===== src/rtl/adc_frame_pkg.sv =====
package adc_frame_pkg;

    localparam int SMP_W     = 16;
    localparam int NUM_RES   = 6;
    localparam int NUM_PAIRS = 3;
    localparam int CH_W      = $clog2(NUM_RES);
    localparam int ADR_W     = 3;
    localparam int CONV_CCLKS = 20;

    localparam logic [ADR_W-1:0] ADR_PTR_CYCLE = 3'd6;
    localparam logic [ADR_W-1:0] ADR_PTR_FIFO  = 3'd7;

    typedef enum logic [2:0] {
        ST_PWRUP,
        ST_RSTLO,
        ST_IDLE,
        ST_HOLD,
        ST_WAITEOC,
        ST_RDLO,
        ST_RDHI
    } ctl_state_t;

    typedef struct packed {
        logic            valid;
        logic            last;
        logic [CH_W-1:0] chan;
        logic [SMP_W-1:0] data;
    } adc_result_t;

    function automatic int imax(input int a, input int b);
        return (a > b) ? a : b;
    endfunction

    function automatic int clamp(input int v, input int lo, input int hi);
        if (v < lo) return lo;
        if (v > hi) return hi;
        return v;
    endfunction

endpackage


===== src/rtl/adc_conv_clk_div.sv =====
module adc_conv_clk_div #(
    parameter int HALF = 4
) (
    input  logic clk,
    input  logic rst,
    output logic cclk,
    output logic rise_tick
);
    localparam int HALF_EFF = (HALF < 1) ? 1 : HALF;
    localparam int CW = $clog2(HALF_EFF + 1);

    logic [CW-1:0] cnt;
    logic          wrap;

    assign wrap = (cnt == CW'(HALF_EFF - 1));

    always_ff @(posedge clk) begin
        if (rst) begin
            cnt  <= '0;
            cclk <= 1'b0;
        end else if (wrap) begin
            cnt  <= '0;
            cclk <= ~cclk;
        end else begin
            cnt <= cnt + 1'b1;
        end
    end

    // asserted in the cycle before cclk goes high
    assign rise_tick = wrap && !cclk;
endmodule


===== src/rtl/adc_eoc_edge.sv =====
module adc_eoc_edge #(
    parameter int SYNC_STAGES = 2
) (
    input  logic clk,
    input  logic rst,
    input  logic eoc_n_async,
    output logic fall
);
    localparam int SW = (SYNC_STAGES < 2) ? 3 : SYNC_STAGES + 1;

    logic [SW-1:0] pipe;

    always_ff @(posedge clk) begin
        if (rst) pipe <= '1;
        else     pipe <= {pipe[SW-2:0], eoc_n_async};
    end

    // last stage is the history bit used for edge detection
    assign fall = pipe[SW-1] && !pipe[SW-2];
endmodule


===== src/rtl/adc_result_capture.sv =====
module adc_result_capture
    import adc_frame_pkg::*;
(
    input  logic             clk,
    input  logic             rst,
    input  logic             take,
    input  logic [CH_W-1:0]  chan,
    input  logic [SMP_W-1:0] bus,
    output adc_result_t      res
);
    always_ff @(posedge clk) begin
        if (rst) begin
            res <= '0;
        end else begin
            res.valid <= take;
            res.last  <= take && (chan == CH_W'(NUM_RES - 1));
            if (take) begin
                res.chan <= chan;
                res.data <= bus;
            end
        end
    end
endmodule


===== src/rtl/adc_frame_ctrl.sv =====
module adc_frame_ctrl
    import adc_frame_pkg::*;
#(
    parameter int CLK_HALF   = 4,
    parameter int PWRUP_WAIT = 16,
    parameter int RST_LOW    = 8,
    parameter int HOLD_CCLKS = 1,
    parameter int RD_LOW     = 3,
    parameter int RD_HIGH    = 2,
    parameter bit FIFO_MODE  = 1'b0
) (
    input  logic             clk,
    input  logic             rst,
    input  logic             start,
    input  logic             adc_eoc_n,
    input  logic [SMP_W-1:0] adc_data,
    output logic             adc_clk,
    output logic             adc_rst_n,
    output logic             adc_hold_a_n,
    output logic             adc_hold_b_n,
    output logic             adc_hold_c_n,
    output logic             adc_cs_n,
    output logic             adc_rd_n,
    output logic             adc_wr_n,
    output logic [ADR_W-1:0] adc_addr,
    output logic             out_valid,
    output logic [SMP_W-1:0] out_data,
    output logic [CH_W-1:0]  out_chan,
    output logic             frame_done
);
    localparam int PW_EFF   = (PWRUP_WAIT < 1) ? 1 : PWRUP_WAIT;
    localparam int RL_EFF   = (RST_LOW < 1) ? 1 : RST_LOW;
    localparam int RDL_EFF  = (RD_LOW < 2) ? 2 : RD_LOW;
    localparam int RDH_EFF  = (RD_HIGH < 2) ? 2 : RD_HIGH;
    localparam int HOLD_EFF = clamp(HOLD_CCLKS, 1, CONV_CCLKS - 2);
    localparam int TMAX     = imax(imax(PW_EFF, RL_EFF), imax(RDL_EFF, RDH_EFF));
    localparam int TW       = $clog2(TMAX + 1);
    localparam int HW       = $clog2(HOLD_EFF + 1);
    localparam int EW       = $clog2(NUM_PAIRS + 1);

    ctl_state_t      state;
    logic [TW-1:0]   tmr;
    logic [HW-1:0]   rise_cnt;
    logic [EW-1:0]   eoc_cnt;
    logic [CH_W-1:0] chan;
    logic            cclk_rise;
    logic            eoc_fall;
    logic            take;
    logic [NUM_PAIRS-1:0] hold_n;
    adc_result_t     res;

    adc_conv_clk_div #(.HALF(CLK_HALF)) u_div (
        .clk      (clk),
        .rst      (rst),
        .cclk     (adc_clk),
        .rise_tick(cclk_rise)
    );

    adc_eoc_edge #(.SYNC_STAGES(2)) u_eoc (
        .clk        (clk),
        .rst        (rst),
        .eoc_n_async(adc_eoc_n),
        .fall       (eoc_fall)
    );

    assign take = (state == ST_RDLO) && (tmr == TW'(RDL_EFF - 1));

    adc_result_capture u_cap (
        .clk (clk),
        .rst (rst),
        .take(take),
        .chan(chan),
        .bus (adc_data),
        .res (res)
    );

    always_ff @(posedge clk) begin
        if (rst) begin
            state    <= ST_PWRUP;
            tmr      <= '0;
            rise_cnt <= '0;
            eoc_cnt  <= '0;
            chan     <= '0;
        end else begin
            if ((state == ST_HOLD || state == ST_WAITEOC) && eoc_fall
                && eoc_cnt != EW'(NUM_PAIRS))
                eoc_cnt <= eoc_cnt + 1'b1;
            unique case (state)
                ST_PWRUP: begin
                    if (tmr == TW'(PW_EFF - 1)) begin
                        tmr   <= '0;
                        state <= ST_RSTLO;
                    end else tmr <= tmr + 1'b1;
                end
                ST_RSTLO: begin
                    if (tmr == TW'(RL_EFF - 1)) begin
                        tmr   <= '0;
                        state <= ST_IDLE;
                    end else tmr <= tmr + 1'b1;
                end
                ST_IDLE: begin
                    if (start) begin
                        rise_cnt <= '0;
                        eoc_cnt  <= '0;
                        chan     <= '0;
                        state    <= ST_HOLD;
                    end
                end
                ST_HOLD: begin
                    // one extra rise guarantees a whole period from any phase
                    if (cclk_rise) begin
                        if (rise_cnt == HW'(HOLD_EFF)) state <= ST_WAITEOC;
                        else rise_cnt <= rise_cnt + 1'b1;
                    end
                end
                ST_WAITEOC: begin
                    if (eoc_cnt == EW'(NUM_PAIRS)) begin
                        tmr   <= '0;
                        state <= ST_RDLO;
                    end
                end
                ST_RDLO: begin
                    if (take) begin
                        tmr   <= '0;
                        state <= ST_RDHI;
                    end else tmr <= tmr + 1'b1;
                end
                ST_RDHI: begin
                    if (tmr == TW'(RDH_EFF - 1)) begin
                        tmr <= '0;
                        if (chan == CH_W'(NUM_RES - 1)) begin
                            state <= ST_IDLE;
                        end else begin
                            chan  <= chan + 1'b1;
                            state <= ST_RDLO;
                        end
                    end else tmr <= tmr + 1'b1;
                end
                default: state <= ST_IDLE;
            endcase
        end
    end

    for (genvar g = 0; g < NUM_PAIRS; g++) begin : g_hold
        assign hold_n[g] = (state != ST_HOLD);
    end

    assign adc_hold_a_n = hold_n[0];
    assign adc_hold_b_n = hold_n[1];
    assign adc_hold_c_n = hold_n[2];
    assign adc_rst_n    = (state != ST_RSTLO);
    assign adc_rd_n     = (state != ST_RDLO);
    assign adc_cs_n     = !(state == ST_RDLO || state == ST_RDHI);
    assign adc_wr_n     = 1'b1;

    if (FIFO_MODE) begin : g_fifo
        assign adc_addr = ADR_PTR_FIFO;
    end else begin : g_cycle
        assign adc_addr = ADR_PTR_CYCLE;
    end

    assign out_valid  = res.valid;
    assign out_data   = res.data;
    assign out_chan   = res.chan;
    assign frame_done = res.last;
endmodule


===== config.mk =====
export PLATFORM = sky130hd
export DESIGN_NAME = adc_frame_ctrl
export DESIGN_NICKNAME = d
export VERILOG_FILES = /design/src/rtl/adc_frame_pkg.sv /design/src/rtl/adc_conv_clk_div.sv /design/src/rtl/adc_eoc_edge.sv /design/src/rtl/adc_result_capture.sv /design/src/rtl/adc_frame_ctrl.sv
export SDC_FILE = /design/constraint.sdc
export NUM_CORES = 1
export LEC_CHECK = 0
export ABC_AREA = 1
export BUFFER_PORTS_ARGS = -buffer_cell sky130_fd_sc_hd__buf_2
export CORE_UTILIZATION = 52
export CTS_CLUSTER_DIAMETER = 60
export DETAILED_ROUTE_END_ITERATION = 6
export GPL_ROUTABILITY_DRIVEN = 0
export GPL_TIMING_DRIVEN = 0
export PLACE_DENSITY = 0.76
export SYNTH_ARGS = -nofsm -noshare
export SYNTH_HDL_FRONTEND = slang
export SYNTH_SLANG_ARGS = --single-unit

===== constraint.sdc =====
create_clock -name clk -period 2.15 [get_ports clk]
set_input_delay 0 -clock clk [delete_from_list [all_inputs] [get_ports clk]]
set_output_delay 0 -clock clk [all_outputs]
set_load 0.02 [all_outputs]

==> results of run 1 <==
## cells in the final DEF, fill, tap and decap left out, types with 10 or more instances in the layout
master	instances
ha_1	10
o21ai_0	24
buf_2	47
dlygate4sd3_1	17
nor2_1	54
nand3_1	11
inv_1	28
a21oi_1	16
dfxtp_1	42
nand2_1	38
## logic make-up (layout without fill, tap and decap cells)
group                    Yosys count  after routing  share of synthesized area (%)
buffers and inverters             49            121                           12.1
flip-flops                        42             42                           41.2
adder cells (fa/ha/maj)           10             10                           6.13
XOR/XNOR                           4              4                           1.72
AND/OR/NAND/NOR                  124            124                           27.2
other                              2              4                          0.368
AO/OA/AOI/OAI                     44             44                           11.2
## worst max path at each step
stage	cells after the start	end	slack [ns]
after detailed placement	13	state[2]$_SDFFE_PP0P_	0.40
after global placement	13	state[0]$_SDFFE_PP0P_	0.43
after floorplan	13	state[0]$_SDFFE_PP0P_	0.59
after CTS	13	state[2]$_SDFFE_PP0P_	0.38
final	13	state[2]$_SDFFE_PP0P_	0.40
after global routing	12	state[2]$_SDFFE_PP0P_	0.16
## power groups by stage
| stage | Sequential [mW] | Combinational [mW] | Clock [mW] |
|---|---|---|---|
| 3_5_place_dp | 0.820 | 0.0885 | 0 |
| 4_1_cts | 0.802 | 0.112 | 0.639 |
| 3_3_place_gp | 0.819 | 0.0863 | 0 |
| 2_1_floorplan | 0.820 | 0.0568 | 0 |
| 5_1_grt | 0.804 | 0.127 | 0.667 |
| 6_report | 0.802 | 0.113 | 0.629 |
## per-layer routing
metal	share of wire [%]	vias to the layer above	wire (µm)	GRT usage (%)
li1	-	995	-	-
met1	45	829	1980	27.7
met2	48	51	2090	41.1
met3	4.6	9	200	5.11
met4	2.2	0	94	10.0
met5	0	-	0	0
## cell usage after synthesis (all sizes together)
master,count,area share [%]
o21ai,26,6.6
or2,3,0.92
nand2,42,8.2
nor2,62,13
conb,2,0.37
ha,10,6.1
buf,14,5.7
xor2,3,1.3
nand3,12,3.2
nor3,1,0.49
xnor2,1,0.43
dfxtp,42,41
inv,34,6.3
clkbuf,1,0.18
a21oi,16,3.9
nand4,4,1.5
o21bai,2,0.74
## cell type report
cell class / instances / area (µm²) / share of cell area [%]
Buffer: 15 / 120 / 4.57
Timing Repair Buffer: 64 / 405 / 15.4
Multi-Input combinational cell: 186 / 960 / 36.5
Clock inverter: 3 / 45.0 / 1.71
Clock buffer: 5 / 68.8 / 2.62
Inverter: 34 / 128 / 4.86
Sequential cell: 42 / 841 / 32.0
Tap cell: 48 / 60.1 / 2.29
## state kept, by name (all words and copies together), names as in the netlist
name / flops
u_div.cclk: 1
state: 3
chan: 3
u_cap.res: 21
rise_cnt: 1
u_div.cnt: 3
eoc_cnt: 2
u_eoc.pipe: 3
tmr: 5
## repair_timing
item | CTS | global route
hold endpoints to repair | 17 | 0
buffers inserted | 0 | 0
gates resized for setup | 0 | 0
hold buffers | 17 | 0
## tightest hold or removal path: cells and delay by family
family                 cells  cell delay (ns)
AO/OA/AOI/OAI              2             0.12
buffers and inverters      2             0.20
==> flow_metrics.env, run 1 <==
export IMPL_status="complete, no violations"
export IMPL_syn_to_final_growth_pct=28.8
export IMPL_finalSetupViolCount=0
export IMPL_drt_wirelength_per_cell_um=11.0
export IMPL_path_clk_slew_ns=0.08
export IMPL_regToRegSetupSlack_ns=0.40
export IMPL_cap_violations=0
export IMPL_power_internal_mw=1.20
export IMPL_yosys_warnings=0
export IMPL_worst_hold_slack_ns=0.0730
export IMPL_grt_pass1_vias=1786
export IMPL_p_per_area_nw_per_um2=587
export IMPL_fin_cells=397
export IMPL_cts_sinks=42
export IMPL_seqPwrFrac_pct=51.9
export IMPL_crit_start="tmr[0]$_SDFFE_PP0P_"
export IMPL_hold_path_class="input port to flop"
export IMPL_p_sw_mw=0.348
export IMPL_num_antenna_cells=0
export IMPL_finalMaxSlewViolations=0
export IMPL_path_delay_family="simple AND/OR/NAND/NOR gates"
export IMPL_placed_cells=372
export IMPL_swShare_pct=22.5
export IMPL_critPathCaptureType="flop"
export IMPL_drcViolationCount=0
export IMPL_grt_overflow=0
export IMPL_timing_critical_path_buf_inv=3
export IMPL_ant_nets=0
export IMPL_grt_pass1_wl_um=7640
export IMPL_layout_drive_gt1_share_pct=26.4
export IMPL_ctsHtreeMaxLevel=2
export IMPL_place_ws_ns=0.396
export IMPL_clockBufferDepth=2
export IMPL_fin_crit_ns=1.75
export IMPL_hold_depth=4
export IMPL_root_buffer="clkbuf_8"
export IMPL_setup_ws_ns=0.401
export IMPL_utilization_pct=70.7
export IMPL_r2r_start="tmr[0]$_SDFFE_PP0P_"
export IMPL_std_cell_rows=22
export IMPL_syn_inst=275
export IMPL_slowest_stage="dfxtp_1"
export IMPL_dp_hpwl_um=2920
export IMPL_fin_skew_ns=0.00656
export IMPL_design_area_um2=2630
export IMPL_power_frac_clock_pct=40.7
export IMPL_synth_cell_types=27
export IMPL_tritoncts="built"
export IMPL_crit_fanout=6
export IMPL_hold_end="u_cap.res[17]$_SDFFE_PP0P_"
export IMPL_cp_required_ns=2.31
export IMPL_rsz0062_at_grt="no"
export IMPL_ys_ff_latch=42
export IMPL_timing_fmax_ghz=0.572
export IMPL_min_period_over_period_pct=81.3
export IMPL_clk_latency_ns=0.30
export IMPL_place_area_um2=2340
export IMPL_p_leak_nw=1.28
export IMPL_syn_area_um2=2040
export IMPL_crit_type="flop to flop"
export IMPL_timing_rr_end="state[2]$_SDFFE_PP0P_"
export IMPL_initial_core_util_pct=54.9
export IMPL_drt_iter0_markers=122
export IMPL_grtUsageTotal_pct=23.6
export IMPL_floorplan_core_area_um2=3720
export IMPL_total_power_mw=1.54
export IMPL_combPwrFrac_pct=7.3
export IMPL_numPortBuffers=47
export IMPL_die_w_um=64.6
export IMPL_fp_dieArea_um2=4180
export IMPL_hp_start="rst"
export IMPL_fillers=305
export IMPL_yosysSeqAreaShare_pct=41.2
export IMPL_r2r_cells=13
export IMPL_nets=378
export IMPL_finalWirelength_um=4370
export IMPL_synth_avg_cell_area_um2=7.42
export IMPL_grt_start_max_net_pins=15
export IMPL_cp_start_kind="flop"
export IMPL_io_pins=52
export IMPL_ir_drop_mv=0.586
export IMPL_cp_data_arrival_time_ns=1.91
export IMPL_die_y_um=64.6
export IMPL_finalHoldViolCount=0
export IMPL_worstPathCellList="ha_1, nand2_1, inv_1, nand2_1, inv_1, ha_1, inv_1, nand3_1, nand2_1, nor2_2, nand2_2, nand2_1, a21oi_1"
export IMPL_antenna_found_initial=0
export IMPL_vias=1884
export IMPL_cts_inserted_buffers=5
export IMPL_via_per_inst=4.75
export IMPL_crit_top_cell="nand2_1"
export IMPL_slowest_delay_ns=0.43
export IMPL_fin_tns_setup_ns=0
export IMPL_dr_pass1_iters=4
No activity file was read; power rests on OpenSTA's default activity.
==> run 2: changes to the inputs <==
--- a/config.mk
+++ b/config.mk
@@ -7,12 +7,12 @@
 export LEC_CHECK = 0
 export ABC_AREA = 1
 export BUFFER_PORTS_ARGS = -buffer_cell sky130_fd_sc_hd__buf_2
-export CORE_UTILIZATION = 52
+export CORE_UTILIZATION = 47
 export CTS_CLUSTER_DIAMETER = 60
 export DETAILED_ROUTE_END_ITERATION = 6
 export GPL_ROUTABILITY_DRIVEN = 0
 export GPL_TIMING_DRIVEN = 0
-export PLACE_DENSITY = 0.76
+export PLACE_DENSITY = 0.73
 export SYNTH_ARGS = -nofsm -noshare
 export SYNTH_HDL_FRONTEND = slang
 export SYNTH_SLANG_ARGS = --single-unit
==> constraint.sdc (replaced) <==
create_clock -name clk -period 1.5 [get_ports clk]
set_input_delay 0 -clock clk [delete_from_list [all_inputs] [get_ports clk]]
set_output_delay 0 -clock clk [all_outputs]
set_load 0.02 [all_outputs]
==> run 2 against run 1 <==
Against the previous run: the flow now finishes with violations (negative setup slack); sequential share of layout area down 3.4 points; flip-flop and latch count unchanged; sequential power up 43%; worst setup slack worse by 0.46 ns; clock power up 73%; via count up 6.3%; hold slack better by 0.035 ns; utilization up 1.9 points; critical path depth down 2; die area up 10%; global-route usage down 0.38 points; critical path type unchanged; critical endpoint is now u_cap.res[9]$_SDFFE_PP0P_; largest cell class unchanged.
==> flow_metrics.env, run 2 (synthesis gave the netlist of run 1 again) <==
export IMPL_initial_core_util_pct=49.9
export IMPL_seqPwrFrac_pct=46.7
export IMPL_fin_skew_ns=0.00856
export IMPL_grt_pass1_wl_um=8000
export IMPL_die_y_um=67.9
export IMPL_syn_to_final_growth_pct=45.4
export IMPL_layout_cells_most_common_list="47 x buf_2, 42 x nor2_1, 37 x dfxtp_1, 28 x nand2_1, 23 x o21ai_0"
export IMPL_timing_fmax_ghz=0.643
export IMPL_grtUsageTotal_pct=23.2
export IMPL_path_clk_slew_ns=0.08
export IMPL_hold_path_class="input port to flop"
export IMPL_crit_type="flop to flop"
export IMPL_drcViolationCount=0
export IMPL_violations="negative setup slack"
export IMPL_ctsHtreeMaxLevel=2
export IMPL_num_antenna_cells=0
export IMPL_numPortBuffers=47
export IMPL_top_register="u_cap.res"
export IMPL_cts_sinks=42
export IMPL_cp_start_kind="flop"
export IMPL_fin_crit_ns=1.56
export IMPL_root_buffer="clkbuf_8"
export IMPL_place_ws_ns=-0.170
export IMPL_ir_drop_mv=0.663
export IMPL_vias=2003
export IMPL_power_internal_mw=1.96
export IMPL_finalHoldViolCount=0
export IMPL_swShare_pct=20.5
export IMPL_min_period_over_period_pct=104
export IMPL_io_pins=52
export IMPL_via_per_inst=4.87
export IMPL_antenna_found_initial=0
export IMPL_die_w_um=67.9
export IMPL_critPathCaptureType="flop"
export IMPL_p_leak_nw=1.39
export IMPL_grt_start_max_net_pins=14
export IMPL_cp_data_arrival_time_ns=1.74
export IMPL_worst_pin_slew_ns=0.552
export IMPL_max_slew_margin_pct=63.2
export IMPL_fp_dieArea_um2=4610
export IMPL_grt_overflow=0
export IMPL_p_per_area_nw_per_um2=831
export IMPL_total_power_mw=2.47
export IMPL_finalWirelength_um=5050
export IMPL_setup_ws_ns=-0.0557
export IMPL_reg_top3="u_cap.res (21), tmr (5)"
export IMPL_crit_fanout=10
export IMPL_largest_reg_flops=21
export IMPL_dp_hpwl_um=3070
export IMPL_ant_nets=0
export IMPL_power_frac_clock_pct=44.2
export IMPL_status="finished, violations left"
export IMPL_layout_commonest_cell="buf_2"
export IMPL_grt_pass1_vias=1877
export IMPL_combPwrFrac_pct=9.1
export IMPL_p_sw_mw=0.505
export IMPL_nets=390
export IMPL_cap_violations=0
export IMPL_floorplan_core_area_um2=4090
export IMPL_drt_iter0_markers=83
export IMPL_drt_wirelength_per_cell_um=12.3
export IMPL_tritoncts="built"
export IMPL_std_cell_rows=23
export IMPL_rsz0062_at_grt="yes"
export IMPL_clockBufferDepth=2
export IMPL_dr_pass1_iters=4
export IMPL_finalMaxSlewViolations=0
export IMPL_finalSetupViolCount=22
export IMPL_clk_latency_ns=0.29
export IMPL_layout_drive_gt1_share_pct=42.1
export IMPL_cp_required_ns=1.68
export IMPL_cts_inserted_buffers=5
-- run 2: repair_timing --
action / in CTS / in global routing
gates cloned: 0 / 1
setup buffers: 8 / 3
gates resized for setup: 29 / 37
pin swaps: 15 / 12
hold endpoints to repair: 17 / 0
hold buffers: 17 / 0
endpoints found under the setup margin: 4 / 34
-- run 2: through the flow --
step	cell area, µm²	cells	util [%]	TNS, ns	hold slack (ns)
after CTS	2810	407	68.9	-0.0103	0.0982
after global routing	2970	411	72.6	-2.80	0.150
final	2970	411	72.6	-0.686	0.108
after detailed placement	2350	374	57.5	-0.506	0.192
after global placement	2350	374	57.5	-0.435	0.185
after floorplan	2050	277	-	0	0.104
-- run 2: area by class of cell --
| cell class | count | area, µm² |
|---|---|---|
| multi-input cells | 186 | 1150 |
| fillers | 324 | 1120 |
| clock buffers | 6 | 82.6 |
| clock inverters | 2 | 60.1 |
| well taps | 50 | 62.6 |
| plain buffers | 15 | 120 |
| flip-flops and latches | 42 | 850 |
| inverters | 34 | 133 |
| repair buffers | 76 | 507 |
-- run 2: worst paths after layout --
check                               endpoint  depth (start not counted)  slack [ns]               startpoint
hold reg to reg      u_div.cnt[0]$_SDFF_PP0_                          1        0.40  u_div.cnt[0]$_SDFF_PP0_
setup / recovery   u_cap.res[9]$_SDFFE_PP0P_                         11       -0.06      tmr[0]$_SDFFE_PP0P_
hold / removal    u_cap.res[17]$_SDFFE_PP0P_                          4        0.11                      rst
setup reg to reg   u_cap.res[9]$_SDFFE_PP0P_                         11       -0.06      tmr[0]$_SDFFE_PP0P_
-- run 2: power by group through the flow --
stage          Clock (mW)  Sequential [mW]  Combinational, mW
5_1_grt              1.15             1.15              0.247
2_1_floorplan           0             1.18             0.0815
3_5_place_dp            0             1.18              0.129
6_report             1.09             1.15              0.224
4_1_cts              1.11             1.15              0.197
3_3_place_gp            0             1.18              0.125
-- run 2: critical path, stage by stage (launching register included) --
cell and delay, ns:
dfxtp_4 0.36, buf_6 0.13, inv_4 0.05, ha_4 0.11, inv_2 0.04, nor2_4 0.10, nand2_4 0.08, nor2_4 0.21
inv_2 0.07, buf_6 0.15, nor2_2 0.10, nor2_1 0.06
-- run 2: per-layer routing --
metal | routed length [µm] | track usage [%] | up-vias
met4 | 72 | 5.73 | 0
met5 | 0 | 0 | -
met2 | 2530 | 42.7 | 51
met1 | 2250 | 26.9 | 932
li1 | - | - | 1013
met3 | 192 | 5.17 | 7
==> run 3: changes to the inputs <==
--- a/config.mk
+++ b/config.mk
@@ -7,12 +7,14 @@
 export LEC_CHECK = 0
 export ABC_AREA = 1
 export BUFFER_PORTS_ARGS = -buffer_cell sky130_fd_sc_hd__buf_2
+export CORE_MARGIN = 5
 export CORE_UTILIZATION = 47
 export CTS_CLUSTER_DIAMETER = 60
 export DETAILED_ROUTE_END_ITERATION = 6
 export GPL_ROUTABILITY_DRIVEN = 0
 export GPL_TIMING_DRIVEN = 0
 export PLACE_DENSITY = 0.73
+export SETUP_SLACK_MARGIN = 0.3
 export SYNTH_ARGS = -nofsm -noshare
 export SYNTH_HDL_FRONTEND = slang
 export SYNTH_SLANG_ARGS = --single-unit
==> run 3 against run 2 <==
Against the previous run: the run still ends with negative setup slack left; fmax shrank 1.5%; sequential power is essentially flat; clock power shrank 17%; hold slack gained 0.022 ns; global-route usage shrank 4.9 points; critical endpoint is now state[2]$_SDFFE_PP0P_; largest cell class unchanged.
==> flow_metrics.env, run 3 (synthesis gave the netlist of run 1 again) <==
export IMPL_status="finished, violations left"
export IMPL_violations="negative setup slack"
export IMPL_min_period_over_period_pct=105
export IMPL_r2r_cells=13
export IMPL_route_met2_wl_um=2950
export IMPL_std_cell_rows=24
export IMPL_p_per_area_nw_per_um2=710
export IMPL_fin_crit_ns=1.58
export IMPL_dp_hpwl_um=3110
export IMPL_clockBufferDepth=2
export IMPL_crit_type="flop to flop"
export IMPL_path_clk_slew_ns=0.09
export IMPL_grtUsageTotal_pct=18.3
export IMPL_finalHoldViolCount=0
export IMPL_r2r_start="tmr[1]$_SDFFE_PP0P_"
export IMPL_met1Wirelength_um=2320
export IMPL_worst_pin_slew_ns=0.560
export IMPL_top_layer_used="met4"
export IMPL_cts_inserted_buffers=5
export IMPL_multi_input_area_um2=1280
export IMPL_cp_required_ns=1.66
export IMPL_drt_wirelength_per_cell_um=13.4
export IMPL_vias=2079
export IMPL_top_register="u_cap.res"
export IMPL_cap_violations=0
export IMPL_drt_iter0_markers=107
export IMPL_grt_overflow=0
export IMPL_crit_fanout=4
export IMPL_fp_dieArea_um2=5760
export IMPL_fin_skew_ns=0.00624
export IMPL_cp_data_arrival_time_ns=1.74
export IMPL_cp_start_kind="flop"
export IMPL_numPortBuffers=47
export IMPL_seqCellArea_um2=857
export IMPL_ctsHtreeMaxLevel=2
export IMPL_finalMaxSlewViolations=0
export IMPL_regToRegSetupSlack_ns=-0.08
export IMPL_place_area_um2=2390
export IMPL_ir_drop_mv=0.591
export IMPL_grt_pass1_wl_um=8160
export IMPL_hp_start="rst"
export IMPL_timing_fmax_ghz=0.633
export IMPL_met3RoutedLength_um=284
export IMPL_cts_sinks=42
export IMPL_timing_rr_end="state[2]$_SDFFE_PP0P_"
export IMPL_reg_top3="u_cap.res (21), tmr (5)"
export IMPL_hold_end="u_cap.res[17]$_SDFFE_PP0P_"
export IMPL_die_y_um=75.9
export IMPL_max_slew_margin_pct=62.7
export IMPL_drcViolationCount=0
export IMPL_critPathCaptureType="flop"
export IMPL_finalSetupViolCount=21
export IMPL_p_leak_nw=1.49
export IMPL_io_pins=52
export IMPL_antenna_found_initial=0
export IMPL_root_buffer="clkbuf_8"
export IMPL_floorplan_core_area_um2=4290
export IMPL_layout_drive_gt1_share_pct=49.3
export IMPL_grt_pass1_vias=1894
export IMPL_dr_pass1_iters=5
export IMPL_hold_depth=4
export IMPL_via_per_inst=4.91
export IMPL_fin_tns_setup_ns=-0.519
export IMPL_rsz0062_at_grt="yes"
export IMPL_setup_ws_ns=-0.0801
export IMPL_syn_to_final_growth_pct=57.4
export IMPL_largest_reg_flops=21
export IMPL_clk_latency_ns=0.29
export IMPL_nets=400
export IMPL_layout_commonest_cell="buf_2"
export IMPL_ant_nets=0
export IMPL_design_area_um2=3210
export IMPL_num_antenna_cells=0
export IMPL_grt_start_max_net_pins=15
export IMPL_die_w_um=75.9
export IMPL_finalWirelength_um=5680
export IMPL_tritoncts="built"
export IMPL_layout_cells_most_common_list="43 x buf_2, 38 x nor2_1, 35 x dfxtp_1"
export IMPL_hold_path_class="input port to flop"
export IMPL_fillers=297
export IMPL_initial_core_util_pct=47.5
==> run 3: changes by cell type in the layout (fill, tap and decap cells not counted), moves of 4 or more <==
cell	change
nand2_2	+4
buf_6	+9
buf_2	-4
nor2_1	-4
inv_4	+7
buf_4	+4
nor2_4	+7
nand2_1	-8
nand2_4	+4
==> run 3: layout make-up <==
type	instances	share of cell area, %
flip-flops and latches	42	26.7
clock inverters	3	1.36
repair buffers	86	19.4
multi-input cells	186	39.8
clock buffers	5	2.14
plain buffers	15	4.09
well taps	52	2.02
inverters	34	4.60
==> run 3: metrics by stage <==
stage               worst slack, ns  hold slack, ns  cells  utilization, %  total power [mW]
finish                      -0.0801           0.129    423            74.8              2.28
global route                 -0.162           0.138    423            74.8              2.37
CTS                         -0.0131           0.113    413            66.8              2.26
detailed placement           -0.101           0.184    376            55.6              1.31
global placement            -0.0921           0.184    376            55.6              1.31
floorplan                    0.0520           0.104    277               -              1.26
==> run 3: worst max path at each step <==
stage / from / end / slack [ns] / depth (start not counted)
after floorplan: tmr[1]$_SDFFE_PP0P_ / state[0]$_SDFFE_PP0P_ / 0.05 / 13
after global placement: tmr[1]$_SDFFE_PP0P_ / state[0]$_SDFFE_PP0P_ / -0.09 / 13
after detailed placement: tmr[1]$_SDFFE_PP0P_ / state[0]$_SDFFE_PP0P_ / -0.10 / 13
after CTS: tmr[1]$_SDFFE_PP0P_ / state[0]$_SDFFE_PP0P_ / -0.01 / 13
after global routing: tmr[0]$_SDFFE_PP0P_ / state[2]$_SDFFE_PP0P_ / -0.16 / 11
final: tmr[1]$_SDFFE_PP0P_ / state[2]$_SDFFE_PP0P_ / -0.08 / 13
==> run 3: power by group <==
part           switching [mW]  internal, mW  total (mW)
clock network           0.408         0.497       0.905
registers              0.0210          1.13        1.16
logic                   0.107         0.114       0.221
==> run 3: layer usage <==
layer / global-route usage, % / up-vias
li1: - / 1048
met1: 21.8 / 960
met4: 4.85 / 0
met2: 33.1 / 57
met3: 3.83 / 14
met5: 0 / -
==> run 3: repair_timing <==
action / in CTS / in global routing
gates cloned: 2 / 2
endpoints found under the hold margin: 17 / 0
hold buffers: 17 / 0
setup endpoints to repair: 41 / 41
gates resized for setup: 36 / 82
buffers inserted: 10 / 8
pin swaps: 15 / 27
==> run 3: critical path, stage by stage, from the launching register on <==
cell	delay, ns
dfxtp_4	0.39
ha_4	0.15
nand2_4	0.05
inv_4	0.09
nand2_4	0.06
inv_2	0.07
ha_4	0.13
inv_2	0.03
nand3_2	0.06
nand2_2	0.06
nor2_4	0.13
nand2_2	0.10
nand2_2	0.09
a21oi_2	0.05
